--- src/rtl/acc_cpu_pkg.sv ---
// Shared types for the accumulator processor core.
// Assumes a fixed 4-bit operation code in the top bits of each instruction word.
package acc_cpu_pkg;

    localparam int OPC_W = 4;

    // Operation codes (top hex digit of an instruction word)
    localparam logic [OPC_W-1:0] OPC_SYS = 4'h0;
    localparam logic [OPC_W-1:0] OPC_LDI = 4'h1;
    localparam logic [OPC_W-1:0] OPC_LDD = 4'h2;
    localparam logic [OPC_W-1:0] OPC_LDN = 4'h3;
    localparam logic [OPC_W-1:0] OPC_STD = 4'h4;
    localparam logic [OPC_W-1:0] OPC_STN = 4'h5;
    localparam logic [OPC_W-1:0] OPC_JMP = 4'h6;
    localparam logic [OPC_W-1:0] OPC_JZ  = 4'h7;
    localparam logic [OPC_W-1:0] OPC_JP  = 4'h8;
    localparam logic [OPC_W-1:0] OPC_JN  = 4'h9;
    localparam logic [OPC_W-1:0] OPC_ADD = 4'hA;
    localparam logic [OPC_W-1:0] OPC_AND = 4'hD;

    typedef enum logic [2:0] {
        ALU_PASS,
        ALU_NEG,
        ALU_IMM,
        ALU_ADD,
        ALU_AND
    } alu_op_e;

    typedef enum logic [1:0] {
        CND_ALWAYS,
        CND_ZERO,
        CND_POS,
        CND_NEG
    } cond_e;

    typedef enum logic [2:0] {
        ST_FETCH,
        ST_LATCH,
        ST_EXEC,
        ST_INDIR,
        ST_OPER,
        ST_HALT
    } state_e;

    typedef enum logic [1:0] {
        ASEL_PC,
        ASEL_IR,
        ASEL_PTR
    } addr_sel_e;

    typedef struct packed {
        logic    halt;
        logic    neg;
        logic    ldi;
        logic    rd;
        logic    wr;
        logic    ind;
        logic    branch;
        logic    undef;
        alu_op_e aluop;
        cond_e   cond;
    } dec_t;

endpackage

--- src/rtl/acc_cpu_decode.sv ---
// Instruction decoder: turns the instruction register into control flags.
// Purely combinational. Assumes the opcode sits in the top OPC_W bits.
module acc_cpu_decode
    import acc_cpu_pkg::*;
#(
    parameter int DATA_W = 16,
    parameter int ADDR_W = DATA_W - OPC_W
) (
    input  logic [DATA_W-1:0] ir,
    output dec_t              dec
);

    logic [OPC_W-1:0]  opc;
    logic [ADDR_W-1:0] field;

    assign opc   = ir[DATA_W-1 -: OPC_W];
    assign field = ir[ADDR_W-1:0];

    // Map each opcode to the flags the controller and ALU need
    always_comb begin
        dec        = '0;
        dec.aluop  = ALU_PASS;
        dec.cond   = CND_ALWAYS;
        case (opc)
            OPC_SYS: begin
                if (field == '0) begin
                    dec.halt = 1'b1;
                end else if (field == ADDR_W'(1)) begin
                    dec.neg   = 1'b1;
                    dec.aluop = ALU_NEG;
                end else begin
                    dec.undef = 1'b1;
                end
            end
            OPC_LDI: begin
                dec.ldi   = 1'b1;
                dec.aluop = ALU_IMM;
            end
            OPC_LDD: dec.rd = 1'b1;
            OPC_LDN: begin
                dec.rd  = 1'b1;
                dec.ind = 1'b1;
            end
            OPC_STD: dec.wr = 1'b1;
            OPC_STN: begin
                dec.wr  = 1'b1;
                dec.ind = 1'b1;
            end
            OPC_JMP: dec.branch = 1'b1;
            OPC_JZ: begin
                dec.branch = 1'b1;
                dec.cond   = CND_ZERO;
            end
            OPC_JP: begin
                dec.branch = 1'b1;
                dec.cond   = CND_POS;
            end
            OPC_JN: begin
                dec.branch = 1'b1;
                dec.cond   = CND_NEG;
            end
            OPC_ADD: begin
                dec.rd    = 1'b1;
                dec.aluop = ALU_ADD;
            end
            OPC_AND: begin
                dec.rd    = 1'b1;
                dec.aluop = ALU_AND;
            end
            default: dec.undef = 1'b1;
        endcase
    end

endmodule

--- src/rtl/acc_cpu_alu.sv ---
// Accumulator ALU and branch condition evaluation.
// Combinational. Assumes DATA_W > ADDR_W so the immediate can be sign-extended.
module acc_cpu_alu
    import acc_cpu_pkg::*;
#(
    parameter int DATA_W = 16,
    parameter int ADDR_W = 12
) (
    input  logic [DATA_W-1:0] acc,
    input  logic [DATA_W-1:0] operand,
    input  logic [ADDR_W-1:0] imm,
    input  alu_op_e           aluop,
    input  cond_e             cond,
    output logic [DATA_W-1:0] result,
    output logic              take
);

    localparam int EXT_W = DATA_W - ADDR_W;

    logic [DATA_W-1:0] imm_ext;
    logic              acc_zero;
    logic              acc_neg;
    logic              acc_pos;

    assign imm_ext  = {{EXT_W{imm[ADDR_W-1]}}, imm};
    assign acc_zero = (acc == '0);
    assign acc_neg  = acc[DATA_W-1];
    assign acc_pos  = !acc_neg && !acc_zero;

    // Compute the accumulator's next value for the selected operation
    always_comb begin
        case (aluop)
            ALU_NEG:  result = '0 - acc;
            ALU_IMM:  result = imm_ext;
            ALU_ADD:  result = acc + operand;
            ALU_AND:  result = acc & operand;
            default:  result = operand;
        endcase
    end

    // Decide whether a branch is taken from the accumulator sign and zero tests
    always_comb begin
        case (cond)
            CND_ZERO: take = acc_zero;
            CND_POS:  take = acc_pos;
            CND_NEG:  take = acc_neg;
            default:  take = 1'b1;
        endcase
    end

endmodule

--- src/rtl/acc_cpu_ctrl.sv ---
// Multi-cycle control state machine for the accumulator core.
// Assumes memory returns read data one cycle after the read strobe.
module acc_cpu_ctrl
    import acc_cpu_pkg::*;
(
    input  logic      clk,
    input  logic      rst_n,
    input  dec_t      dec,
    input  logic      take,
    output state_e    state,
    output logic      mem_rd,
    output logic      mem_wr,
    output addr_sel_e addr_sel,
    output logic      ld_ir,
    output logic      pc_inc,
    output logic      pc_br,
    output logic      acc_we,
    output logic      halted
);

    state_e state_q;
    state_e state_d;

    assign state  = state_q;
    assign halted = (state_q == ST_HALT);

    // State register with synchronous active-low reset
    always_ff @(posedge clk) begin
        if (!rst_n) begin
            state_q <= ST_FETCH;
        end else begin
            state_q <= state_d;
        end
    end

    // Next state and per-state control strobes
    always_comb begin
        state_d  = state_q;
        mem_rd   = 1'b0;
        mem_wr   = 1'b0;
        addr_sel = ASEL_PC;
        ld_ir    = 1'b0;
        pc_inc   = 1'b0;
        pc_br    = 1'b0;
        acc_we   = 1'b0;
        case (state_q)
            ST_FETCH: begin
                mem_rd  = 1'b1;
                state_d = ST_LATCH;
            end
            ST_LATCH: begin
                ld_ir   = 1'b1;
                pc_inc  = 1'b1;
                state_d = ST_EXEC;
            end
            ST_EXEC: begin
                state_d = ST_FETCH;
                if (dec.halt) begin
                    state_d = ST_HALT;
                end else if (dec.neg || dec.ldi) begin
                    acc_we = 1'b1;
                end else if (dec.branch) begin
                    pc_br = take;
                end else if (dec.rd) begin
                    mem_rd   = 1'b1;
                    addr_sel = ASEL_IR;
                    state_d  = dec.ind ? ST_INDIR : ST_OPER;
                end else if (dec.wr) begin
                    addr_sel = ASEL_IR;
                    if (dec.ind) begin
                        mem_rd  = 1'b1;
                        state_d = ST_INDIR;
                    end else begin
                        mem_wr = 1'b1;
                    end
                end
            end
            ST_INDIR: begin
                addr_sel = ASEL_PTR;
                if (dec.wr) begin
                    mem_wr  = 1'b1;
                    state_d = ST_FETCH;
                end else begin
                    mem_rd  = 1'b1;
                    state_d = ST_OPER;
                end
            end
            ST_OPER: begin
                acc_we  = 1'b1;
                state_d = ST_FETCH;
            end
            default: state_d = ST_HALT;
        endcase
    end

    AST_OPER_AFTER_READ: assert property (@(posedge clk) disable iff (!rst_n)
        (state_q == ST_OPER) |-> $past(mem_rd));
    AST_HALT_STICKY: assert property (@(posedge clk) disable iff (!rst_n)
        halted |=> halted);

endmodule

--- src/rtl/acc_cpu_core.sv ---
// Accumulator processor core top: PC, IR and ACC registers plus memory address mux.
// Assumes one synchronous memory with one-cycle read latency shared by code and data.
module acc_cpu_core
    import acc_cpu_pkg::*;
#(
    parameter int DATA_W = 16
) (
    input  logic                      clk,
    input  logic                      rst_n,
    output logic                      mem_rd,
    output logic                      mem_wr,
    output logic [DATA_W-OPC_W-1:0]   mem_addr,
    output logic [DATA_W-1:0]         mem_wdata,
    input  logic [DATA_W-1:0]         mem_rdata,
    output logic                      halted
);

    localparam int ADDR_W = DATA_W - OPC_W;
    localparam logic [DATA_W-1:0] ACC_ZERO = '0;

    logic [ADDR_W-1:0] pc_q;
    logic [DATA_W-1:0] ir_q;
    logic [DATA_W-1:0] acc_q;
    logic [DATA_W-1:0] alu_result;
    logic              take;
    dec_t              dec;
    state_e            state;
    addr_sel_e         addr_sel;
    logic              ld_ir;
    logic              pc_inc;
    logic              pc_br;
    logic              acc_we;

    acc_cpu_decode #(.DATA_W(DATA_W), .ADDR_W(ADDR_W)) u_decode (
        .ir  (ir_q),
        .dec (dec)
    );

    acc_cpu_alu #(.DATA_W(DATA_W), .ADDR_W(ADDR_W)) u_alu (
        .acc     (acc_q),
        .operand (mem_rdata),
        .imm     (ir_q[ADDR_W-1:0]),
        .aluop   (dec.aluop),
        .cond    (dec.cond),
        .result  (alu_result),
        .take    (take)
    );

    acc_cpu_ctrl u_ctrl (
        .clk      (clk),
        .rst_n    (rst_n),
        .dec      (dec),
        .take     (take),
        .state    (state),
        .mem_rd   (mem_rd),
        .mem_wr   (mem_wr),
        .addr_sel (addr_sel),
        .ld_ir    (ld_ir),
        .pc_inc   (pc_inc),
        .pc_br    (pc_br),
        .acc_we   (acc_we),
        .halted   (halted)
    );

    assign mem_wdata = acc_q;

    // Select the memory address: program counter, instruction field or fetched pointer
    always_comb begin
        case (addr_sel)
            ASEL_IR:  mem_addr = ir_q[ADDR_W-1:0];
            ASEL_PTR: mem_addr = mem_rdata[ADDR_W-1:0];
            default:  mem_addr = pc_q;
        endcase
    end

    // Program counter: cleared on reset, loaded on a taken branch, stepped after fetch
    always_ff @(posedge clk) begin
        if (!rst_n) begin
            pc_q <= '0;
        end else if (pc_br) begin
            pc_q <= ir_q[ADDR_W-1:0];
        end else if (pc_inc) begin
            pc_q <= pc_q + ADDR_W'(1);
        end
    end

    // Instruction register: captures the fetched word
    always_ff @(posedge clk) begin
        if (!rst_n) begin
            ir_q <= '0;
        end else if (ld_ir) begin
            ir_q <= mem_rdata;
        end
    end

    // Accumulator: cleared on reset, written with the ALU result
    always_ff @(posedge clk) begin
        if (!rst_n) begin
            acc_q <= '0;
        end else if (acc_we) begin
            acc_q <= alu_result;
        end
    end

    AST_RESET_FETCH: assert property (@(posedge clk) disable iff (!rst_n)
        $past(!rst_n) |-> (mem_rd && !mem_wr && mem_addr == '0 && !halted));
    AST_HALT_QUIET: assert property (@(posedge clk) disable iff (!rst_n)
        halted |-> (!mem_rd && !mem_wr));
    AST_NEG_RESULT: assert property (@(posedge clk) disable iff (!rst_n)
        (state == ST_EXEC && dec.neg) |=> (acc_q == ACC_ZERO - $past(acc_q)));
    AST_IMM_SEXT: assert property (@(posedge clk) disable iff (!rst_n)
        (state == ST_EXEC && dec.ldi) |=>
        (acc_q[ADDR_W-1:0] == $past(ir_q[ADDR_W-1:0]) &&
         ($past(ir_q[ADDR_W-1]) ? (&acc_q[DATA_W-1:ADDR_W-1]) : !(|acc_q[DATA_W-1:ADDR_W-1]))));
    AST_NO_RW_CLASH: assert property (@(posedge clk) disable iff (!rst_n)
        !(mem_rd && mem_wr));
    AST_BRANCH_TARGET: assert property (@(posedge clk) disable iff (!rst_n)
        (state == ST_EXEC && dec.branch && take) |=> (pc_q == $past(ir_q[ADDR_W-1:0])));
    AST_FALL_THROUGH: assert property (@(posedge clk) disable iff (!rst_n)
        (state == ST_EXEC && dec.branch && !take) |=> (pc_q == $past(pc_q)));
    AST_UNDEF_NOP: assert property (@(posedge clk) disable iff (!rst_n)
        (state == ST_EXEC && dec.undef) |-> (!mem_wr && !mem_rd) ##1 $stable(acc_q));

endmodule

--- config.mk ---
export PLATFORM = sky130hd
export DESIGN_NAME = acc_cpu_core
export DESIGN_NICKNAME = d
export VERILOG_FILES = /design/src/rtl/acc_cpu_pkg.sv /design/src/rtl/acc_cpu_decode.sv /design/src/rtl/acc_cpu_alu.sv /design/src/rtl/acc_cpu_ctrl.sv /design/src/rtl/acc_cpu_core.sv
export SDC_FILE = /design/constraint.sdc
export NUM_CORES = 1
export LEC_CHECK = 0
export BUFFER_PORTS_ARGS = -buffer_cell sky130_fd_sc_hd__clkbuf_2
export CORE_ASPECT_RATIO = 2
export CORE_MARGIN = 2
export CORE_UTILIZATION = 34
export DETAILED_ROUTE_END_ITERATION = 6
export PLACE_DENSITY = 0.49
export SYNTH_ARGS = -nofsm -noshare
export SYNTH_HDL_FRONTEND = slang
export SYNTH_SLANG_ARGS = --single-unit
--- constraint.sdc ---
create_clock -name clk -period 4.2 [get_ports clk]
set_clock_uncertainty 0.1 [all_clocks]
set_input_delay 0.42 -clock clk [delete_from_list [all_inputs] [get_ports clk]]
set_output_delay 0.42 -clock clk [all_outputs]
set_load 0.05 [all_outputs]
# After elaboration in Yosys (flattened, before gate mapping)
# Index checks and enable logic that the tools add are counted.
dict set report word_totals {
  word_cells 104
  regBits 47
  out_inout_bits 31
  input_bits 18
}
dict set report op_classes {
  n_eq_ne 26
  bitwise 1
  muxes 57
  add_sub_neg 3
  reduce_logical 13
}
# operator n
set op_table {}
lappend op_table {{one-hot mux 16 bit (4 select lines)} 1}
lappend op_table {{two-way mux 1 bit} 31}
lappend op_table {{two-way mux 12 bit} 2}
lappend op_table {{two-way mux 3 bit} 8}
lappend op_table {{one-hot mux 12 bit (2 select lines)} 1}
lappend op_table {{adder 16 bit} 1}
lappend op_table {{AND 16 bit} 1}
lappend op_table {{== test 4 x 3 -> 1 bit, second input constant} 4}
lappend op_table {{== test 4 bit, second input constant} 4}
lappend op_table {{logical NOT 16 bit} 1}
lappend op_table {{subtractor 1 x 16 -> 16 bit, first input constant} 1}
lappend op_table {{one-hot mux 3 bit (5 select lines)} 1}
lappend op_table {{adder 12 x 1 -> 12 bit, second input constant} 1}
lappend op_table {{== test 12 x 1 -> 1 bit, second input constant} 1}
lappend op_table {{== test 3 x 2 -> 1 bit, second input constant} 4}
lappend op_table {{logical NOT 12 bit} 1}
lappend op_table {{two-way mux 2 bit} 6}
lappend op_table {{one-hot mux 3 bit (4 select lines)} 1}
lappend op_table {{== test 3 bit, second input constant} 3}
lappend op_table {{== test 4 x 2 -> 1 bit, second input constant} 2}
lappend op_table {{OR reduction 4 bit} 2}
lappend op_table {{== test 2 bit, second input constant} 3}
lappend op_table {{== test 3 x 1 -> 1 bit, second input constant} 2}
lappend op_table {{one-hot mux 1 bit (3 select lines)} 2}
lappend op_table {{12 further kinds} 16}

# Depth between registers and ports, before layout
dict set report logic_depth {
  depth_word 11
  depth_mapped 12
  depth_no_buf 9
}

# Cells and area by module
# From an unflattened synthesis, not the netlist that was laid out.
dict set report unflattened {
  hier_cells 568
  area_unflattened_um2 4311.6
}
# mod seq_area_each_um2 cells_each area_per_inst_um2 instances
set by_module_without_submodules {}
lappend by_module_without_submodules {acc_cpu_core 880.8 223 2015.7 1}
lappend by_module_without_submodules {acc_cpu_alu 0.0 268 1778.0 1}
lappend by_module_without_submodules {acc_cpu_ctrl 60.1 43 307.8 1}
lappend by_module_without_submodules {acc_cpu_decode 0.0 34 210.2 1}

# Least setup slack after synthesis
# OpenSTA, ideal clock, no wires.
dict set report synth_timing {
  path_kind {reg-to-output}
  start {register ir_q[8]}
  end {output port mem_addr[10]}
  stages_incl_launch_ff 12
  setup_slack_ns 0.345
  arrival_ns 3.335
  t_required_ns 3.680
  n_path_buf 2
  cell_sequence {dfxtp_1 -> or4_4 -> nor2_4 -> nand2_1 -> nand3_1 -> clkbuf_1 -> nor3_1 -> inv_1 -> ha_1 -> clkbuf_1 -> a22oi_1 -> o21ai_0}
}
dict set report synth_via {
  elab_chain_cells 10
  elab_cells_between_ends 13
  classes_between {3 x eq/ne; 8 x mux; 2 x reduce/logical}
}
# item line_no
set synth_rtl {}
lappend synth_rtl {{start: declaration} acc_cpu_core.sv:22} ;# logic [DATA_W-1:0] ir_q;
lappend synth_rtl {{start signal: assignment} acc_cpu_core.sv:92} ;# ir_q <= mem_rdata;
lappend synth_rtl {{== test 12 x 1 -> 1 bit} acc_cpu_decode.sv:28} ;# end else if (field == ADDR_W'(1)) begin
lappend synth_rtl {{two-way mux 1 bit} acc_cpu_decode.sv:28}
lappend synth_rtl {{two-way mux 1 bit} acc_cpu_decode.sv:26} ;# if (field == '0) begin
lappend synth_rtl {{two-way mux 2 bit *} acc_cpu_decode.sv:24} ;# case (opc)
lappend synth_rtl {{logical OR 1 bit} acc_cpu_ctrl.sv:60} ;# end else if (dec.neg || dec.ldi) begin
lappend synth_rtl {{two-way mux 2 bit} acc_cpu_ctrl.sv:60}
lappend synth_rtl {{two-way mux 2 bit *} acc_cpu_ctrl.sv:58} ;# if (dec.halt) begin
lappend synth_rtl {{one-hot mux 2 bit (2 select lines) *} acc_cpu_ctrl.sv:46} ;# case (state_q)
lappend synth_rtl {{== test 2 bit or == test 2 x 1 -> 1 bit (tied branches)} acc_cpu_core.sv:69} ;# case (addr_sel)
lappend synth_rtl {{one-hot mux 12 bit (2 select lines) *} acc_cpu_core.sv:69}
lappend synth_rtl {{end: declaration} acc_cpu_core.sv:12} ;# output logic [DATA_W-OPC_W-1:0] mem_addr,
# Every way passes the cells marked *; elsewhere a longest branch is shown, timed or not.

# Worst setup path after layout
dict set report layout_timing {
  start {register ir_q[14]}
  end {output port mem_addr[8]}
}
dict set report layout_via {
  elab_chain_cells 11
  elab_cells_between_ends 30
  classes_between {13 x eq/ne; 12 x mux; 5 x reduce/logical}
}
# item line_no
set layout_rtl {}
lappend layout_rtl {{== test 4 x 3 -> 1 bit} acc_cpu_decode.sv:24}
lappend layout_rtl {{OR reduction 2 bit (no source line)} n/a}
lappend layout_rtl {{two-way mux 1 bit} acc_cpu_decode.sv:24}
lappend layout_rtl {{two-way mux 1 bit} acc_cpu_ctrl.sv:68} ;# end else if (dec.wr) begin
lappend layout_rtl {{two-way mux 2 bit} acc_cpu_ctrl.sv:64} ;# end else if (dec.rd) begin
lappend layout_rtl {{two-way mux 2 bit} acc_cpu_ctrl.sv:62} ;# end else if (dec.branch) begin
lappend layout_rtl {{two-way mux 2 bit} acc_cpu_ctrl.sv:60}
lappend layout_rtl {{two-way mux 2 bit *} acc_cpu_ctrl.sv:58}
lappend layout_rtl {{one-hot mux 2 bit (2 select lines) *} acc_cpu_ctrl.sv:46}
lappend layout_rtl {{== test 2 bit or == test 2 x 1 -> 1 bit (tied branches)} acc_cpu_core.sv:69}
lappend layout_rtl {{one-hot mux 12 bit (2 select lines) *} acc_cpu_core.sv:69}
# Marked as above.

==> impl_metrics.json <==
{
  "status": "finished, final reports clean",
  "drv_slew": 0,
  "period_share_pct": 91.0,
  "yosysWarnings": 0,
  "die_w_um": 82.0,
  "overflow": 0,
  "synth_area_leader_cell": "dfxtp_1",
  "place_congestion": 0.963,
  "ctsHoldBuffers": 0,
  "cp-start-kind": "flop",
  "regArea_um2": 941,
  "irDropWorstVdd_mv": 0.191,
  "required_ns": 3.68,
  "fin_area_um2": 4660,
  "cts.sinks": 47,
  "htree_levels": 2,
  "antenna_found_initial": 0,
  "drive_above_1_share_pct": 13.6,
  "synth_seq_cells": 47,
  "grt_pass1_wl_um": 25000,
  "cts_tree": "built",
  "grt_pass1_vias": 4414,
  "synthDistinctLibCells": 70,
  "drc_errors": 0,
  "grt_max_degree": 32,
  "fin_nets": 628,
  "synth_area_leaders": "dfxtp_1 (23%), a21oi_1 (6.3%), ha_1 (6.0%), nand2_1 (6.0%), o21ai_0 (4.6%)",
  "grt_usage_pct": 24.8,
  "setup_viol": 0,
  "antenna_cells": 0,
  "syn_to_final_growth_pct": 12.5,
  "cellLeakagePower_nw": 1.82,
  "worst-setup-path-type": "flop to primary output",
  "worstSetupEndpointType": "primary output",
  "worstPathArrival_ns": 3.30,
  "netlist_area_um2": 4140,
  "hold_depth": 3,
  "wl_um": 16000,
  "yosysTopAreaCellShare_pct": 22.7,
  "cp_max_fo": 16,
  "avgSynthCellArea_um2": 7.42,
  "cts_buffer_depth": 2,
  "hold_class": "input pin to flop",
  "tightest_slew_ns": 1.12,
  "drtPass1Iterations": 5,
  "dieArea_um2": 13100,
  "min_period_ns": 3.82,
  "routedWlPerCell_um": 21.7,
  "dpl.hpwl_um": 12200,
  "port_buffers": 48,
  "placed_area_um2": 4510,
  "ant_nets": 0,
  "maxCapViolations": 0,
  "io_pins": 49,
  "clk_pin_slew_ns": 0.08,
  "drt_first_iter_violations": 323,
  "vias": 4550,
  "synth_seq_area_share_pct": 22.7,
  "cts_root_buf": "clkbuf_16",
  "start_util_pct": 34.4,
  "setup-tns-final_ns": 0,
  "cts_resized": 0,
  "rsz0062_at_grt": "no",
  "num_rows": 57,
  "coreArea_um2": 12100,
  "ff2ff_path_depth": 7,
  "clk_latency_ns": 0.30,
  "synth_edf_count": 0,
  "hold_violations": 0,
  "slew-limit-headroom_pct": 25.5,
  "cts_buffers": 5,
  "async_reset_ff_share_pct": 0,
  "fillers": 1283,
  "ys.flop_type": "dfxtp_1",
  "synthCells": 558,
  "max_freq_mhz": 262,
  "vias_per_cell": 6.17,
  "cts_setup_buffers": 0,
  "synth_nets": 597,
  "multi_input_area_um2": 3030,
  "p_per_area_nw_per_um2": 387,
  "die_y_um": 160
}
path summary, 6_finish.rpt:
path	slack, ns	from	to
worst max register to register	1.07	ir_q[13]$_SDFFE_PN0P_	mem_wdata[7]$_SDFFE_PN0P_
worst min-delay path	0.28	mem_rdata[14]	ir_q[14]$_SDFFE_PN0P_
worst max-delay path	0.38	ir_q[14]$_SDFFE_PN0P_	mem_addr[8]
worst min register to register	0.43	ir_q[1]$_SDFFE_PN0P_	ir_q[1]$_SDFFE_PN0P_
placed cells by master (no fill, tap or decap), drive strengths merged, types with 5 or more instances in the layout:
cell type  synthesis  final
clkbuf            26     54
nor2b              5      5
nor4               5      5
inv               11     12
and3               9      9
nor3              36     36
nand3             18     18
a21o               9      9
xnor2             17     17
ha                20     20
a22oi             16     16
a31oi              9      9
a211oi            13     13
buf                7      9
xor2              11     11
nand2             66     66
dfxtp             47     47
nand2b             6      6
o21ai             40     40
o21a               8      8
nor2              29     29
and2               7      7
nand3b             6      6
nand4              8      8
a21oi             52     52
a221oi             6      6
worst max-delay path: stages (launching register included):
cell,delay (ns)
dfxtp_1,0.73
nor2_1,0.21
and3_1,0.27
nand2_1,0.09
nand3_1,0.06
buf_4,0.20
nor3_1,0.26
ha_1,0.47
a22oi_1,0.18
o21ai_0,0.19
clkbuf_2,0.31
logic make-up after synthesis:
kind of cell | Yosys count | share of synthesized area [%]
AO/OA/AOI/OAI | 196 | 31.6
XOR/XNOR | 28 | 5.92
adder cells (fa/ha/maj) | 21 | 6.53
buffers and inverters | 44 | 4.29
flip-flops | 47 | 22.7
multiplexers | 4 | 0.967
AND/OR/NAND/NOR | 218 | 27.9
synth_stat cells, types with 16 or more instances:
master    number
a21oi_1       52
a22oi_1       16
clkbuf_1      26
dfxtp_1       47
ha_1          20
nand2_1       66
nand3_1       17
nor2_1        28
nor3_1        36
o21ai_0       38
xnor2_1       17
power by group:
| part | switching [W] | internal, W | total, W |
|---|---|---|---|
| Clock | 0.000206 | 0.000239 | 0.000445 |
| Sequential | 0.0000948 | 0.000489 | 0.000584 |
| Combinational | 0.000503 | 0.000273 | 0.000776 |
| Total | 0.000804 | 0.00100 | 0.00180 |
layout make-up:
cell class / count / share of cell area (%)
multi-input cells: 467 / 65.1
flip-flops and latches: 47 / 20.2
repair buffers: 57 / 6.60
well taps: 147 / 3.95
clock buffers: 6 / 2.98
inverters: 11 / 0.886
clock inverters: 2 / 0.295
metal layers:
layer | track usage, % | up-vias | part of all wire [%]
met5 | 0 | - | 0
met4 | 10.2 | 0 | 3.7
met3 | 2.43 | 38 | 3.4
met2 | 46.6 | 141 | 55
met1 | 26.9 | 2203 | 38
li1 | - | 2168 | -
per-stage QoR:
| step | setup slack, ns | cells | hold slack (ns) | total power [W] | util [%] |
|---|---|---|---|---|---|
| after detailed placement | 0.759 | 729 | 0.416 | 0.00136 | 37.4 |
| final | 0.380 | 737 | 0.276 | 0.00180 | 38.7 |
| after global placement | 0.772 | 729 | 0.405 | 0.00136 | 37.4 |
| after global routing | 0.0437 | 737 | 0.292 | 0.00191 | 38.7 |
| after floorplan | 0.345 | 558 | 0.369 | 0.00114 | - |
| after CTS | 0.432 | 737 | 0.275 | 0.00180 | 38.7 |
sequential cells by signal (all words and copies together) (netlist names):
name          cells
mem_wdata        16
ir_q             16
pc_q             12
u_ctrl.state      3
Power figures use the tool's default switching activity.
